===== config.mk =====
export PLATFORM = sky130hd
export DESIGN_NAME = cs_bit_source
export DESIGN_NICKNAME = d
export VERILOG_FILES = /design/src/rtl/cs_src_pkg.sv /design/src/rtl/cs_sync_edge.sv /design/src/rtl/cs_shadow_cap.sv /design/src/rtl/cs_active_buf.sv /design/src/rtl/cs_bit_source.sv
export SDC_FILE = /design/constraint.sdc
export NUM_CORES = 2
export LEC_CHECK = 0
export ABC_AREA = 1
export BUFFER_PORTS_ARGS = -buffer_cell sky130_fd_sc_hd__buf_4
export CAP_MARGIN = 20
export CORE_MARGIN = 10
export CORE_UTILIZATION = 45
export CTS_CLUSTER_DIAMETER = 50
export DETAILED_ROUTE_END_ITERATION = 8
export GPL_TIMING_DRIVEN = 0
export PLACE_DENSITY_LB_ADDON = 0.12
export SLEW_MARGIN = 0
export SYNTH_ARGS = -nofsm -noshare
export SYNTH_HDL_FRONTEND = slang
export SYNTH_HIERARCHICAL = 1
export SYNTH_SLANG_ARGS = --single-unit
export TNS_END_PERCENT = 30

===== constraint.sdc =====
create_clock -name clk -period 2.3 [get_ports clk]
set_input_delay 0.46 -clock clk [delete_from_list [all_inputs] [get_ports clk]]
set_output_delay 0.46 -clock clk [all_outputs]
set_load 0.01 [all_outputs]

===== src/rtl/cs_src_pkg.sv =====
package cs_src_pkg;

    localparam int unsigned CS_FRAMES = 192;

    // Bit positions used in pin mode
    localparam int unsigned POS_PRO    = 0;
    localparam int unsigned POS_NONPCM = 1;
    localparam int unsigned POS_COPY   = 2;
    localparam int unsigned POS_EMPH   = 3;
    localparam int unsigned POS_GEN    = 15;

    typedef enum logic {
        SRC_PINS   = 1'b0,
        SRC_SERIAL = 1'b1
    } cs_src_e;

    typedef struct packed {
        logic copy_ok;
        logic gen_flag;
        logic non_pcm;
        logic emph;
    } cs_pins_t;

    typedef struct packed {
        logic rise;
        logic fall;
    } sync_edge_t;

    function automatic logic pin_bit(input cs_pins_t p, input int unsigned idx);
        logic pro;
        logic b;
        pro = p.copy_ok & p.gen_flag;
        b   = 1'b0;
        if (idx == POS_PRO)         b = pro;
        else if (idx == POS_NONPCM) b = p.non_pcm;
        else if (idx == POS_COPY)   b = pro | p.copy_ok;
        else if (idx == POS_EMPH)   b = p.emph;
        else if (idx == POS_GEN)    b = ~pro & p.gen_flag;
        return b;
    endfunction

endpackage


===== src/rtl/cs_sync_edge.sv =====
module cs_sync_edge
    import cs_src_pkg::*;
(
    input  logic       clk,
    input  logic       rst,
    input  logic       sync_in,
    output sync_edge_t edges
);
    logic sync_q;

    always_ff @(posedge clk) begin
        if (rst) sync_q <= 1'b0;
        else     sync_q <= sync_in;
    end

    always_comb begin
        edges.rise = sync_in & ~sync_q;
        edges.fall = ~sync_in & sync_q;
    end
endmodule


===== src/rtl/cs_shadow_cap.sv =====
module cs_shadow_cap
    import cs_src_pkg::*;
#(
    parameter int unsigned FRAMES = CS_FRAMES,
    localparam int unsigned IDX_W = $clog2(FRAMES),
    localparam int unsigned PTR_W = $clog2(FRAMES + 1)
) (
    input  logic              clk,
    input  logic              rst,
    input  logic              enable,
    input  sync_edge_t        edges,
    input  logic              blk_start,
    input  logic              bit_in,
    output logic [FRAMES-1:0] sh_l,
    output logic [FRAMES-1:0] sh_r,
    output logic [PTR_W-1:0]  ptr
);
    localparam logic [PTR_W-1:0] LAST = PTR_W'(FRAMES);

    logic [IDX_W-1:0] wr_idx;
    assign wr_idx = ptr[IDX_W-1:0];

    always_ff @(posedge clk) begin
        if (rst) begin
            ptr  <= '0;
            sh_l <= '0;
            sh_r <= '0;
        end else if (blk_start) begin
            ptr <= '0;
        end else if (enable && (ptr < LAST)) begin
            if (edges.rise) sh_l[wr_idx] <= bit_in;
            if (edges.fall) begin
                sh_r[wr_idx] <= bit_in;
                ptr          <= ptr + PTR_W'(1);
            end
        end
    end
endmodule


===== src/rtl/cs_active_buf.sv =====
module cs_active_buf
    import cs_src_pkg::*;
#(
    parameter int unsigned FRAMES = CS_FRAMES,
    localparam int unsigned IDX_W = $clog2(FRAMES)
) (
    input  logic              clk,
    input  logic              rst,
    input  logic              load,
    input  logic [FRAMES-1:0] sh_l,
    input  logic [FRAMES-1:0] sh_r,
    input  logic [IDX_W-1:0]  rd_idx,
    input  logic              rd_right,
    output logic [FRAMES-1:0] act_l,
    output logic [FRAMES-1:0] act_r,
    output logic              rd_bit
);
    localparam logic [IDX_W:0] LIMIT = (IDX_W + 1)'(FRAMES);

    always_ff @(posedge clk) begin
        if (rst) begin
            act_l <= '0;
            act_r <= '0;
        end else if (load) begin
            act_l <= sh_l;
            act_r <= sh_r;
        end
    end

    always_comb begin
        rd_bit = 1'b0;
        if ({1'b0, rd_idx} < LIMIT) begin
            rd_bit = rd_right ? act_r[rd_idx] : act_l[rd_idx];
        end
    end
endmodule


===== src/rtl/cs_bit_source.sv =====
module cs_bit_source
    import cs_src_pkg::*;
#(
    parameter int unsigned FRAMES = CS_FRAMES,
    localparam int unsigned IDX_W = $clog2(FRAMES)
) (
    input  logic             clk,
    input  logic             rst,
    input  logic             src_serial,
    input  logic             frm_sync,
    input  logic             ser_data,
    input  logic             blk_start,
    input  logic             pin_copy_ok,
    input  logic             pin_gen,
    input  logic             pin_non_pcm,
    input  logic             pin_emph,
    input  logic [IDX_W-1:0] frame_idx,
    input  logic             sub_right,
    output logic             cs_bit
);
    localparam int unsigned PTR_W = $clog2(FRAMES + 1);

    cs_src_e           src_mode;
    cs_pins_t          pins;
    sync_edge_t        sync_edge;
    logic [FRAMES-1:0] sh_l, sh_r, act_l, act_r;
    logic [PTR_W-1:0]  cap_ptr;
    logic              ser_bit;
    logic              pin_out;

    assign src_mode = cs_src_e'(src_serial);
    assign pins     = '{copy_ok: pin_copy_ok, gen_flag: pin_gen,
                        non_pcm: pin_non_pcm, emph: pin_emph};

    cs_sync_edge u_edge (
        .clk     (clk),
        .rst     (rst),
        .sync_in (frm_sync),
        .edges   (sync_edge)
    );

    cs_shadow_cap #(.FRAMES(FRAMES)) u_cap (
        .clk       (clk),
        .rst       (rst),
        .enable    (src_mode == SRC_SERIAL),
        .edges     (sync_edge),
        .blk_start (blk_start),
        .bit_in    (ser_data),
        .sh_l      (sh_l),
        .sh_r      (sh_r),
        .ptr       (cap_ptr)
    );

    cs_active_buf #(.FRAMES(FRAMES)) u_act (
        .clk      (clk),
        .rst      (rst),
        .load     (blk_start),
        .sh_l     (sh_l),
        .sh_r     (sh_r),
        .rd_idx   (frame_idx),
        .rd_right (sub_right),
        .act_l    (act_l),
        .act_r    (act_r),
        .rd_bit   (ser_bit)
    );

    always_comb begin
        pin_out = pin_bit(pins, int'(frame_idx));
        cs_bit  = (src_mode == SRC_SERIAL) ? ser_bit : pin_out;
    end
endmodule


==> reports/results.tsv <==
stage	metric	value	unit
synth	area leader, netlist	dfxtp_1	
grt	vias in the first global route	31700	
cts	clock sink count	777	
synth	asr flop ratio synth	0	%
timing	PnR worst setup slack	-0.530	ns
timing	headroom to the max-slew limit	14.8	%
finish	layout overhead on the synthesized area	18.3	%
timing	WHS	0.0266	ns
timing	RSZ-0062 raised after global routing	yes	
synth	sequential area share after synthesis	44.8	%
routing	initial drt markers	4256	
synth	synth unique cells	30	
worst_setup_path	crit-path max FO	11	
floorplanning	Initial Util	45.5	%
grt	first-pass GRT wire length	210	mm
routing	total number of vias	35700	
routing	Post-Route WL	145	mm
finish	final instance count without filler cells	6269	
synth	flops & latches, synth	777	
floorplanning	number of cell rows	101	
cts	clk slew on worst S/H paths	0.05	ns
timing	worst slew pin tran	1.28	ns
grt	Global Route Usage Sum	31.3	%
pwr	Reg power frac	41.8	%
grt	largest net degree at the start of global routing	15	
routing	DR vias/cell	5.69	
hold_path	Worst Hold Class	in -> reg	
worst_setup_path	Startpoint Class	input pin	
cts	Root Buffer	clkbuf_16	
run_status	status	complete, but fails checks	
cts	clk_lat worst skew	0.68	ns
cts	CTS Buffer Depth	3	
finish	layout cells sized above 1	11.6	%
floorplanning	die area	0.0886	mm2
job	maxcap violations	0	
timing	crit share post-route	123	%
timing	fin. max-slew vios	0	
timing	count of final setup violators	1	
timing	Peak Freq	0.353	GHz
pwr	Max IR drop VDD	0.861	mV
cts	Num CTS Buffers	96	
placement	routability cong.	0.938	
placement	dpl cells	6078	
cts	Hold Buf Count CTS	0	
routing	drt wl/cell	23.1	um
synth	mapped cell area	0.0347	mm2
finish	layout net count	5183	
synth	Synth Flop Type	dfxtp_1	
pwr	Lkg Pwr	0.0146	uW
synth	Ys Warns	6	
worst_setup_path	CP Data Arrival Time	2.37	ns
synth	Area contributors post-synth	dfxtp_1 45%, nand2_1 17%, a21oi_1 11%	
worst_setup_path	Worst Path Class, Setup	in -> out	
synth	Avg Inst Size Synth	6.92	um2
grt	gr ovfl total	0	
worst_setup_path	endpoint class of the critical path	output port	
synth	Syn Inst Count	5016	
floorplanning	IO Count	20	
pwr	Psw	8240	uW
timing	Layout Skew	0.0373	ns
floorplanning	Core Box Area	0.0762	mm2
synth	EDFF count, synth	0	
timing	Final Hold Violating Endpoints	0	
placement	hpwl dp	96.4	mm
finish	fill cell count	7600	
grt	initial antenna violation count	4	
cts	CTS tree	done	
cts	htree depth	3	
floorplanning	die height	298	um
placement	worst slack at placement	-1.58	ns
placement	PortBufs	19	
routing	1st-pass router iterations	7	
worst_setup_path	Critical Path RT	1.84	ns
timing	min Tclk post-route	2.83	ns
synth	syn nets	5039	
pwr	Clock Power Share	50.2	%
floorplanning	Die X	298	um
pwr	Pwr Density	784	mW/mm2
pwr	Combinational Power Share	7.9	%
pwr	Switching Share	25.6	%
routing	post-route ant nets	0	
pwr	P_int	24000	uW
finish	Post-Route Utilization	53.8	%
run_status	violated checks	setup timing	
routing	DR DRC count	0	
synth	post-synth top area share	44.8	%
[metrics by stage]
stage	TNS (ns)	total power [uW]	area [um2]
after global placement	-148.19	15900	36100
after floorplan	0	14900	34700
final	-0.530	32200	41000
after CTS	-0.400	32200	40900
after global routing	-0.643	32900	41000
after detailed placement	-102.27	15900	36400
[routing by layer]
metal	up-vias	global-route usage (%)	routed length (um)
li1	16700	-	-
met1	16600	41.0	58000
met2	1913	46.6	60600
met3	477	7.08	16100
met4	4	18.3	10300
met5	-	0	28
[layout make-up]
class	instances	area, um2	area share [%]
Antenna cell	1	2.50	0.00610
Buffer	406	2620	6.39
Clock buffer	123	2700	6.57
Clock inverter	53	702	1.71
Inverter	70	298	0.726
Multi-Input combinational cell	3760	17100	41.7
Sequential cell	777	15600	37.9
Tap cell	1030	1290	3.14
Timing Repair Buffer	49	756	1.84
[cell usage in the layout, fill, tap and decap left out, types with 23 or more instances in the layout]
| cell | netlist | layout |
|---|---|---|
| buf_12 | 0 | 26 |
| dfxtp_1 | 777 | 769 |
| nor2_1 | 561 | 560 |
| o22ai_1 | 30 | 28 |
| inv_1 | 60 | 59 |
| buf_2 | 110 | 78 |
| buf_6 | 41 | 34 |
| buf_4 | 20 | 47 |
| a21oi_1 | 757 | 757 |
| clkbuf_16 | 0 | 98 |
| buf_1 | 63 | 53 |
| nand3_1 | 682 | 642 |
| o21ai_0 | 54 | 43 |
| nand2_1 | 1528 | 1511 |
| nor2_2 | 45 | 46 |
| clkbuf_1 | 174 | 173 |
| nor2_4 | 65 | 65 |
| nand3_2 | 1 | 38 |
| o21ai_1 | 13 | 23 |
[sequential cells by signal, summed over array words and instances (netlist names)]
name,count
u_act/act_l,192
u_act/act_r,192
u_cap/ptr,8
u_cap/sh_l,192
u_cap/sh_r,192
u_edge/sync_q,1
[path summary, 6_finish.rpt]
check | from | to | slack, ns | cells after the start
max | frame_idx[0] | cs_bit | -0.53 | 17
min | frm_sync | u_edge/sync_q | 0.03 | 3
max reg2reg | u_cap/ptr[0] | u_cap/sh_r[36] | 0.05 | 7
min reg2reg | u_cap/sh_r[21] | u_act/act_r[21] | 0.46 | 2
[critical path, cell delays in order]
cell     delay, ns
buf_16        0.13
inv_16        0.09
buf_16        0.17
buf_8         0.20
nor2_1        0.06
o22ai_1       0.16
nand2_1       0.08
nand3_1       0.14
nand2_2       0.14
nand2_1       0.10
nand3_1       0.09
nand3_1       0.08
nand3_1       0.07
nand2_1       0.07
nand2_1       0.05
nand2_2       0.13
buf_6         0.12
[repair_timing]
item / CTS / global route
endpoints found under the setup margin: 17 / 82
resized for setup: 268 / 31
cloned: 9 / 0
setup buffers: 7 / 1
pin swaps: 32 / 14
[power groups by stage]
| stage | clock network (uW) | logic [uW] | registers [uW] |
|---|---|---|---|
| 2_1_floorplan | 0 | 1190 | 13800 |
| 3_3_place_gp | 0 | 2130 | 13800 |
| 3_5_place_dp | 0 | 2170 | 13800 |
| 4_1_cts | 16300 | 2430 | 13500 |
| 5_1_grt | 16800 | 2630 | 13500 |
| 6_report | 16200 | 2560 | 13500 |
[logic make-up (layout without fill, tap and decap cells)]
kind of cell | count (synthesis) | in the layout | synth area share [%]
other | 0 | 1 | 0
AO/OA/AOI/OAI | 856 | 856 | 12.5
buffers and inverters | 479 | 701 | 6.74
flip-flops | 777 | 777 | 44.8
adder cells (fa/ha/maj) | 4 | 4 | 0.144
AND/OR/NAND/NOR | 2900 | 2900 | 35.8
[Yosys cell counts (2+ instances only)]
| cell type | n |
|---|---|
| buf_4 | 20 |
| nand2_4 | 4 |
| inv_1 | 60 |
| a211oi_1 | 2 |
| buf_6 | 41 |
| nor2_4 | 65 |
| clkinv_1 | 2 |
| nand2_2 | 8 |
| nand2_1 | 1528 |
| o21ai_1 | 13 |
| nor3_1 | 3 |
| nor2_1 | 561 |
| o21ai_0 | 54 |
| nor2_2 | 45 |
| inv_2 | 6 |
| nand3_1 | 682 |
| ha_1 | 4 |
| buf_1 | 63 |
| dfxtp_1 | 777 |
| a21oi_1 | 757 |
| o22ai_1 | 30 |
| clkbuf_1 | 174 |
| buf_2 | 110 |
(Power assumes the default switching activity.)
